[config.mk]
export PLATFORM = sky130hd
export DESIGN_NAME = nvm_poll_seq
export DESIGN_NICKNAME = d
export VERILOG_FILES = /design/src/rtl/nvm_poll_pkg.sv /design/src/rtl/nvm_poll_rstsync.sv /design/src/rtl/nvm_poll_cmd.sv /design/src/rtl/nvm_poll_tries.sv /design/src/rtl/nvm_poll_seq.sv
export SDC_FILE = /design/constraint.sdc
export NUM_CORES = 1
export LEC_CHECK = 0
export ABC_CLOCK_PERIOD_IN_PS = 2200
export BUFFER_PORTS_ARGS = -buffer_cell sky130_fd_sc_hd__buf_2
export CORE_MARGIN = 3
export CORE_UTILIZATION = 50
export CTS_CLUSTER_DIAMETER = 200
export CTS_CLUSTER_SIZE = 10
export DETAILED_ROUTE_END_ITERATION = 12
export GPL_TIMING_DRIVEN = 0
export PLACE_DENSITY_LB_ADDON = 0.1
export SLEW_MARGIN = 20
export SYNTH_ARGS = -nofsm -noshare
export SYNTH_HDL_FRONTEND = slang
export SYNTH_SLANG_ARGS = --single-unit
[constraint.sdc]
create_clock -name clk -period 2.2 [get_ports clk]
set_input_delay 0.44 -clock clk [delete_from_list [all_inputs] [get_ports clk]]
set_output_delay 0.44 -clock clk [all_outputs]
set_load 0.01 [all_outputs]
[src/rtl/nvm_poll_pkg.sv]
package nvm_poll_pkg;

  typedef enum logic [1:0] {
    ST_IDLE = 2'd0,
    ST_SEND = 2'd1,
    ST_RECV = 2'd2
  } seq_state_e;

  typedef enum logic {
    POLL_ENABLE = 1'b0,
    POLL_BUSY   = 1'b1
  } poll_kind_e;

  localparam int unsigned ADDR_BYTES = 4;
  localparam int unsigned AB_W       = $clog2(ADDR_BYTES);
  localparam int unsigned IDX_W      = $clog2(ADDR_BYTES + 1);

endpackage

[src/rtl/nvm_poll_rstsync.sv]
module nvm_poll_rstsync #(
  parameter int unsigned STAGES = 2
) (
  input  logic clk,
  input  logic rst_n,
  output logic rst_sync_n
);

  logic [STAGES-1:0] sync_q;

  always_ff @(posedge clk or negedge rst_n) begin
    if (!rst_n) begin
      sync_q <= '0;
    end else begin
      sync_q <= {sync_q[STAGES-2:0], 1'b1};
    end
  end

  assign rst_sync_n = sync_q[STAGES-1];

endmodule

[src/rtl/nvm_poll_cmd.sv]
module nvm_poll_cmd
  import nvm_poll_pkg::*;
#(
  parameter logic [7:0]  CS_OP     = 8'h80,
  parameter logic [3:0]  STAT_IDX  = 4'h0,
  parameter logic [7:0]  LD_OP     = 8'h00,
  parameter logic [1:0]  SIZE_CODE = 2'b00,
  parameter logic [31:0] DATA_BASE = 32'h0100_0000,
  parameter logic [31:0] NVMC_BASE = 32'h0000_01C0,
  parameter logic [7:0]  REG_OFS   = 8'h0F
) (
  input  poll_kind_e       kind_i,
  input  logic [IDX_W-1:0] idx_i,
  output logic [7:0]       cmd_byte_o,
  output logic             last_o
);

  localparam logic [31:0] TARGET_ADDR = DATA_BASE + NVMC_BASE + {24'd0, REG_OFS};
  localparam logic [7:0]  ENA_CMD     = CS_OP | {4'd0, STAT_IDX};
  localparam logic [7:0]  LOAD_CMD    = LD_OP | {4'd0, SIZE_CODE, 2'b00};

  logic [7:0]       addr_b [ADDR_BYTES];
  logic [IDX_W-1:0] sel;

  // byte 0 of the address phase is the most significant one
  for (genvar g = 0; g < ADDR_BYTES; g++) begin : g_addr
    assign addr_b[g] = TARGET_ADDR[8*(ADDR_BYTES-1-g) +: 8];
  end

  assign sel = idx_i - 1'b1;

  always_comb begin
    if (kind_i == POLL_ENABLE) begin
      cmd_byte_o = ENA_CMD;
      last_o     = 1'b1;
    end else begin
      if (idx_i == '0) begin
        cmd_byte_o = LOAD_CMD;
      end else begin
        cmd_byte_o = addr_b[sel[AB_W-1:0]];
      end
      last_o = (idx_i == IDX_W'(ADDR_BYTES));
    end
  end

endmodule

[src/rtl/nvm_poll_tries.sv]
module nvm_poll_tries #(
  parameter int unsigned MAX_TRIES = 255
) (
  input  logic clk,
  input  logic rst_n,
  input  logic clr_i,
  input  logic inc_i,
  output logic last_o
);

  localparam int unsigned CW = $clog2(MAX_TRIES + 1);

  logic [CW-1:0] cnt_q, cnt_d;
  logic          cnt_en;

  assign cnt_en = clr_i | inc_i;

  always_comb begin
    cnt_d = cnt_q;
    if (clr_i) begin
      cnt_d = '0;
    end else if (inc_i) begin
      cnt_d = cnt_q + 1'b1;
    end
  end

  always_ff @(posedge clk or negedge rst_n) begin
    if (!rst_n) begin
      cnt_q <= '0;
    end else if (cnt_en) begin
      cnt_q <= cnt_d;
    end
  end

  // failures already counted equal limit minus one: current read is the last
  assign last_o = (cnt_q == CW'(MAX_TRIES - 1));

endmodule

[src/rtl/nvm_poll_seq.sv]
module nvm_poll_seq
  import nvm_poll_pkg::*;
#(
  parameter logic [7:0]  CS_OP     = 8'h80,
  parameter logic [3:0]  STAT_IDX  = 4'h0,
  parameter logic [7:0]  LD_OP     = 8'h00,
  parameter logic [1:0]  SIZE_CODE = 2'b00,
  parameter logic [31:0] DATA_BASE = 32'h0100_0000,
  parameter logic [31:0] NVMC_BASE = 32'h0000_01C0,
  parameter logic [7:0]  REG_OFS   = 8'h0F,
  parameter int unsigned EN_BIT    = 1,
  parameter int unsigned BUSY_BIT  = 7,
  parameter int unsigned MAX_TRIES = 255,
  parameter int unsigned SYNC_STG  = 2
) (
  input  logic       clk,
  input  logic       rst_n,
  input  logic       start_enable_i,
  input  logic       start_busy_i,
  output logic       done_o,
  output logic       ok_o,
  output logic       tx_valid_o,
  input  logic       tx_ready_i,
  output logic [7:0] tx_byte_o,
  output logic       rx_ready_o,
  input  logic       rx_valid_i,
  input  logic [7:0] rx_byte_i
);

  logic             rst_int_n;
  seq_state_e       state_q, state_d;
  poll_kind_e       kind_q, kind_d;
  logic [IDX_W-1:0] idx_q, idx_d;
  logic             done_q, done_d;
  logic             ok_q, ok_d;
  logic             ctl_en;
  logic             cmd_last;
  logic             tries_clr, tries_inc, tries_last;
  logic [7:0]       cmd_byte;

  nvm_poll_rstsync #(.STAGES(SYNC_STG)) u_rstsync (
    .clk        (clk),
    .rst_n      (rst_n),
    .rst_sync_n (rst_int_n)
  );

  nvm_poll_cmd #(
    .CS_OP     (CS_OP),
    .STAT_IDX  (STAT_IDX),
    .LD_OP     (LD_OP),
    .SIZE_CODE (SIZE_CODE),
    .DATA_BASE (DATA_BASE),
    .NVMC_BASE (NVMC_BASE),
    .REG_OFS   (REG_OFS)
  ) u_cmd (
    .kind_i     (kind_q),
    .idx_i      (idx_q),
    .cmd_byte_o (cmd_byte),
    .last_o     (cmd_last)
  );

  nvm_poll_tries #(.MAX_TRIES(MAX_TRIES)) u_tries (
    .clk    (clk),
    .rst_n  (rst_int_n),
    .clr_i  (tries_clr),
    .inc_i  (tries_inc),
    .last_o (tries_last)
  );

  // next-state logic
  always_comb begin
    state_d   = state_q;
    kind_d    = kind_q;
    idx_d     = idx_q;
    done_d    = 1'b0;
    ok_d      = 1'b0;
    tries_clr = 1'b0;
    tries_inc = 1'b0;
    unique case (state_q)
      ST_IDLE: begin
        if (start_enable_i || start_busy_i) begin
          kind_d    = start_enable_i ? POLL_ENABLE : POLL_BUSY;
          idx_d     = '0;
          tries_clr = 1'b1;
          state_d   = ST_SEND;
        end
      end
      ST_SEND: begin
        if (tx_ready_i) begin
          if (cmd_last) begin
            idx_d   = '0;
            state_d = ST_RECV;
          end else begin
            idx_d = idx_q + 1'b1;
          end
        end
      end
      ST_RECV: begin
        if (rx_valid_i) begin
          if (kind_q == POLL_ENABLE) begin
            if (rx_byte_i[EN_BIT]) begin
              state_d = ST_IDLE;
              done_d  = 1'b1;
              ok_d    = 1'b1;
            end else if (tries_last) begin
              state_d = ST_IDLE;
              done_d  = 1'b1;
            end else begin
              tries_inc = 1'b1;
              state_d   = ST_SEND;
            end
          end else begin
            if (!rx_byte_i[BUSY_BIT]) begin
              state_d = ST_IDLE;
              done_d  = 1'b1;
              ok_d    = 1'b1;
            end else begin
              state_d = ST_SEND;
            end
          end
        end
      end
      default: state_d = ST_IDLE;
    endcase
  end

  assign ctl_en = (state_q != ST_IDLE) || start_enable_i || start_busy_i;

  // state registers
  always_ff @(posedge clk or negedge rst_int_n) begin
    if (!rst_int_n) begin
      state_q <= ST_IDLE;
      kind_q  <= POLL_ENABLE;
      idx_q   <= '0;
    end else if (ctl_en) begin
      state_q <= state_d;
      kind_q  <= kind_d;
      idx_q   <= idx_d;
    end
  end

  always_ff @(posedge clk or negedge rst_int_n) begin
    if (!rst_int_n) begin
      done_q <= 1'b0;
      ok_q   <= 1'b0;
    end else begin
      done_q <= done_d;
      ok_q   <= ok_d;
    end
  end

  assign done_o     = done_q;
  assign ok_o       = ok_q;
  assign tx_valid_o = (state_q == ST_SEND);
  assign rx_ready_o = (state_q == ST_RECV);
  assign tx_byte_o  = cmd_byte;

endmodule

# Word level (Yosys, flattened, before mapping)
# Cells that the tools add are included.
dict set report op_classes {
  addsub 3
  n_eq_ne 8
  reduce_logical 12
  muxes 39
  bitwise 2
  magnitude_cmp 1
}
# operator count
set ops {}
lappend ops {{8-bit two-way mux} 6}
lappend ops {{1-bit two-way mux} 22}
lappend ops {{8-bit binary-select mux with 2-bit select} 1}
lappend ops {{2-bit two-way mux} 5}
lappend ops {{3-bit two-way mux} 3}
lappend ops {{8-bit by 1-bit adder with 8-bit output (second input constant)} 1}
lappend ops {{8-bit equality test (second input constant)} 1}
lappend ops {{2-bit by 1-bit != test with 1-bit output (second input constant)} 3}
lappend ops {{2-bit case mux with 3 select lines} 1}
lappend ops {{3-bit case mux with 2 select lines} 1}
lappend ops {{2-bit nonzero test} 3}
lappend ops {{5-bit AND reduction} 1}
lappend ops {{4-bit AND reduction} 1}
lappend ops {{3-bit by 1-bit adder with 3-bit output (second input constant)} 1}
lappend ops {{3-bit equality test (second input constant)} 1}
lappend ops {{3-bit greater-or-equal comparator (second input constant)} 1}
lappend ops {{3-bit logical NOT} 1}
lappend ops {{1-bit logical OR} 3}
lappend ops {{2-bit inverter with 3-bit output} 1}
lappend ops {{3-bit AND reduction} 1}
lappend ops {{2-bit by 1-bit equality test with 1-bit output (second input constant)} 1}
lappend ops {{2-bit equality test (second input constant)} 1}
lappend ops {{2-bit logical NOT} 1}
lappend ops {{2-bit != test (second input constant)} 1}
lappend ops {{other kinds (3)} 3}
dict set report word_totals {
  reg_bits 18
  input_bits 14
  word_cells 72
  output_inout_bits 12
}

# Logic depth before layout (Yosys ltp)
dict set report logic_depth {
  ltp_word 8
  depth_mapped 7
}

# By module
# From an unflattened synthesis, not the netlist that was laid out.
dict set report unflattened {
  cells_unflattened 96
  hier_area_um2 967.2
}
# module seq_area_each_um2 cells_per_inst instances area_each_um2
set modules_own_cells {}
lappend modules_own_cells {nvm_poll_seq 200.2 40 1 414.1}
lappend modules_own_cells {nvm_poll_tries 200.2 41 1 410.4}
lappend modules_own_cells {nvm_poll_cmd 0.0 12 1 88.8}
lappend modules_own_cells {nvm_poll_rstsync 50.0 3 1 53.8}

# Least setup slack after synthesis
# Ideal clock, no wire load.
dict set report synth_timing {
  path_type {reg2out}
  start {register idx_q[0]}
  end {output tx_byte_o[2]}
  setup_slack_ps 644
  arrival_time_ps 1116
  n_path_buf 1
  stages_incl_launch_ff 6
  required_ps 1760
  path_cell_list {dfrtp_1 inv_1 ha_1 nand2b_1 and3_1 buf_4}
}
dict set report synth_between {
  elab_chain_cells 7
}
# item line
set synth_lines {}
lappend synth_lines {{from (decl)} nvm_poll_seq.sv:33} ;# logic [IDX_W-1:0] idx_q, idx_d;
lappend synth_lines {{from (signal assigned)} nvm_poll_seq.sv:138} ;# idx_q <= idx_d;
lappend synth_lines {{2-bit by 1-bit subtractor with 2-bit output} nvm_poll_cmd.sv:30} ;# assign sel = idx_i - 1'b1;
lappend synth_lines {{2-bit inverter with 3-bit output (implied by the code)} nvm_poll_cmd.sv:40} ;# cmd_byte_o = addr_b[sel[AB_W-1:0]];
lappend synth_lines {{8-bit binary-select mux with 2-bit select} nvm_poll_cmd.sv:40}
lappend synth_lines {{8-bit two-way mux (implied by the code) (2 in a row)} nvm_poll_cmd.sv:40}
lappend synth_lines {{8-bit two-way mux (*)} nvm_poll_cmd.sv:37} ;# if (idx_i == '0) begin
lappend synth_lines {{8-bit two-way mux (*)} nvm_poll_cmd.sv:33} ;# if (kind_i == POLL_ENABLE) begin
lappend synth_lines {{to (decl)} nvm_poll_seq.sv:24} ;# output logic [7:0] tx_byte_o,
# Every way passes the cells marked *; elsewhere a longest branch is shown, timed or not. The select of a mux whose other input is x is not followed.

# Final worst setup path
# Ends and elaborated chain as after synthesis.

==> flow_metrics.env <==
export IMPL_timing_critical_path_required_ps=1760
export IMPL_tritonroute_pass_1_iters=4
export IMPL_rsz0062_at_grt="false"
export IMPL_floorplan_initialDensity=0.5549
export IMPL_detailedPlacementHpwl_um=1381
export IMPL_grt_antenna_before_repair=0
export IMPL_fmax_ghz=0.4923
export IMPL_grt_pass1_vias=724
export IMPL_min_period_over_period=0.9234
export IMPL_number_of_hold_violations_in_the_final_report=0
export IMPL_timing_rr_end="u_tries.cnt_q[4]"
export IMPL_p_seq_frac=0.444
export IMPL_fillerInstances=171
export IMPL_worst_slew_margin_rel=0.5778
export IMPL_reg2reg_from="state_q[0]"
export IMPL_gr_usage_all_layers=0.1572
export IMPL_top_cell_type_s_share_of_synthesized_area=0.4506
export IMPL_synthTopCellsByArea="sky130_fd_sc_hd__dfrtp_1, sky130_fd_sc_hd__ha_1, sky130_fd_sc_hd__a21oi_1"
export IMPL_max_cap_violations=0
export IMPL_max_vdd_ir_drop_v=0.0005946
export IMPL_cts_tree="yes"
export IMPL_setup_worst_path_start_class="flip-flop"
export IMPL_initialDrtViolationCount=18
export IMPL_mostFrequentLayoutCell="sky130_fd_sc_hd__dfrtp_1"
export IMPL_postSynthRegisterBits=18
export IMPL_postSynth_asyncResetShare=1.000
export IMPL_part_of_the_total_power_dissipated_in_combinational_logic=0.410
export IMPL_fp_dieW_um=50.72
export IMPL_dieArea_um2=2572
export IMPL_wire_per_inst_um=11.61
export IMPL_drtAntennaViolNets=0
export IMPL_die_height_um=50.72
export IMPL_outcome="completed"
export IMPL_postSynthCellCount=105
export IMPL_rr_worst_depth=5
export IMPL_synth_edff_count=0
export IMPL_clock_power_share=0.146
export IMPL_maximum_number_of_pins_on_one_net_before_global_route_repair=17
export IMPL_fin_hold_ws_ps=263.3
export IMPL_boundaryPins=26
export IMPL_clk_root_buffer_cell="sky130_fd_sc_hd__clkbuf_4"
export IMPL_clock_latency_ps=280
export IMPL_setup_total_negative_slack_ps=0
export IMPL_power_per_cell_area_nw_per_um2=926.8
export IMPL_power_leakage_nw=0.5649
export IMPL_final_layout_size_suffix_gt1_frac=0.2362
export IMPL_cts_root_to_sink_buffers=2
export IMPL_drcViolationCount=0
export IMPL_mostFrequentLayoutCells="sky130_fd_sc_hd__dfrtp_1, sky130_fd_sc_hd__buf_2, sky130_fd_sc_hd__a21oi_1, sky130_fd_sc_hd__nand2_1"
export IMPL_antenna_cells_inserted=0
export IMPL_post_route_min_period_ps=2031
export IMPL_critical_path_class="reg2out"
export IMPL_clk_pin_slew_worst_paths_ps=90
export IMPL_synth_sequential_area_ratio=0.4506
export IMPL_setup_worst_path_end_class="primary output"
export IMPL_gp_congestion=0.7859
export IMPL_critPathMaxFanout=5
export IMPL_skew_ps=2.663
export IMPL_vias_per_cell=5.447
export IMPL_syn_area_um2=999.7
export IMPL_finished_core_util=0.6396
export IMPL_final_instance_count_excl_fill=152
export IMPL_internal_power_mw=0.6441
export IMPL_grt_first_pass_wirelength_um=3056
export IMPL_design_final_nets=149
export IMPL_power_share_switching=0.3969
export IMPL_cts_htree_levels=1
export IMPL_synthToLayoutAreaGrowth_pct=15.27
export IMPL_std_cell_core_area_um2=1802
export IMPL_sequential_cell_area_um2=450.4
export IMPL_finalSetupViolations=0
export IMPL_power_switching_mw=0.4239
export IMPL_dp_cells=148
export IMPL_multi_input_area_um2=489.2
export IMPL_portBuffers=17
export IMPL_synthDominantAreaCellType="sky130_fd_sc_hd__dfrtp_1"
export IMPL_predominant_post_synthesis_flop_cell="sky130_fd_sc_hd__dfrtp_1"
export IMPL_cts_sink_count=18
export IMPL_pin_slew_with_the_least_headroom_to_its_limit_ps=633.3
export IMPL_finalWirelength_um=1765
export IMPL_overall_overflow_remaining_after_global_route=0
export IMPL_cts_inserted_buffers=3
export IMPL_worstPathArrival_ps=1590
export IMPL_reg2reg_setup_slack_ps=580
export IMPL_core_rowCount=15
export IMPL_synth_cell_types=33
export IMPL_post_synth_cell_area_avg_um2=9.521
export IMPL_vias=828
export IMPL_timing_final_max_slew_violations=0
export IMPL_min_delay_path_class="reg2async"
export IMPL_synthesis_yosys_warnings=0
## kinds of logic (layout without fill, tap and decap cells)
| group | count (synthesis) | in the layout | synth area share |
|---|---|---|---|
| simple gates | 39 | 39 | 0.2215 |
| flops | 18 | 18 | 0.4506 |
| compound gates | 30 | 30 | 0.1815 |
| other cells | 2 | 3 | 0.007512 |
| buf+inv | 10 | 31 | 0.06383 |
| fa+ha+maj | 6 | 6 | 0.07509 |
## how the worst max path moves through the flow
| stage | to | depth (start not counted) | slack, ps | from |
|---|---|---|---|---|
| 6_report | tx_byte_o[2] | 6 | 170 | idx_q[0] |
| 5_1_grt | tx_byte_o[2] | 6 | 50 | idx_q[0] |
| 4_1_cts | tx_byte_o[2] | 6 | 150 | idx_q[0] |
| 3_5_place_dp | tx_byte_o[2] | 6 | 470 | idx_q[0] |
| 3_3_place_gp | tx_byte_o[2] | 6 | 510 | idx_q[0] |
| 2_1_floorplan | tx_byte_o[2] | 5 | 640 | idx_q[0] |
## metal layers
metal,share of wire,GRT usage
met5,0,0
met1,0.49,0.2140
met2,0.45,0.2457
met3,0.046,0.02671
met4,0.016,0.06726
## stage by stage
step           instance area, µm²  power [mW]  setup WS, ps
2_1_floorplan                1003      0.7747         643.8
3_3_place_gp                 1120      0.9043         507.7
3_5_place_dp                 1120      0.9205         473.3
4_1_cts                      1152       1.081         146.1
5_1_grt                      1152       1.170         45.61
6_report                     1152       1.068         168.5
## layout make-up
type                    instances  area share
inverters                       4     0.01303
flip-flops and latches         18      0.3909
plain buffers                   6     0.04235
well taps                      25     0.02714
clock buffers                   3     0.01954
repair buffers                 18     0.08252
multi-input cells              78      0.4245
## power by group through the flow
stage | registers, mW | logic (mW) | clock network (mW)
after global routing | 0.490 | 0.499 | 0.181
final | 0.474 | 0.438 | 0.156
after floorplan | 0.458 | 0.317 | 0
after detailed placement | 0.480 | 0.441 | 0
after CTS | 0.473 | 0.443 | 0.165
after global placement | 0.474 | 0.430 | 0
## cells in the mapped netlist, types with 2 or more instances
library cell / instances
sky130_fd_sc_hd__a21oi_1: 9
sky130_fd_sc_hd__buf_4: 5
sky130_fd_sc_hd__conb_1: 2
sky130_fd_sc_hd__dfrtp_1: 18
sky130_fd_sc_hd__ha_1: 6
sky130_fd_sc_hd__inv_1: 4
sky130_fd_sc_hd__nand2_1: 8
sky130_fd_sc_hd__nand2b_1: 3
sky130_fd_sc_hd__nand3_1: 6
sky130_fd_sc_hd__nor2_1: 7
sky130_fd_sc_hd__o21ai_0: 7
sky130_fd_sc_hd__o21ai_1: 4
sky130_fd_sc_hd__o31ai_1: 3
sky130_fd_sc_hd__or3_1: 3
sky130_fd_sc_hd__or4_1: 2
## sequential cells by signal, indices dropped and copies added (netlist names)
name / cells
u_tries.cnt_q: 8
idx_q: 3
state_q: 2
u_rstsync.sync_q: 2
done_o: 1
kind_q: 1
ok_o: 1
## worst max-delay path: stages, from the launching register on
cell	delay [ps]
sky130_fd_sc_hd__dfrtp_1	390
sky130_fd_sc_hd__inv_1	140
sky130_fd_sc_hd__ha_1	190
sky130_fd_sc_hd__nand2b_1	90
sky130_fd_sc_hd__and3_1	230
sky130_fd_sc_hd__buf_4	130
sky130_fd_sc_hd__buf_2	130
## repair_timing
action,CTS,global route
gates resized for setup,0,0
hold endpoints to repair,2,0
setup buffers,0,0
hold buffers,1,0
Note: power is estimated with default switching activity, not from simulation.
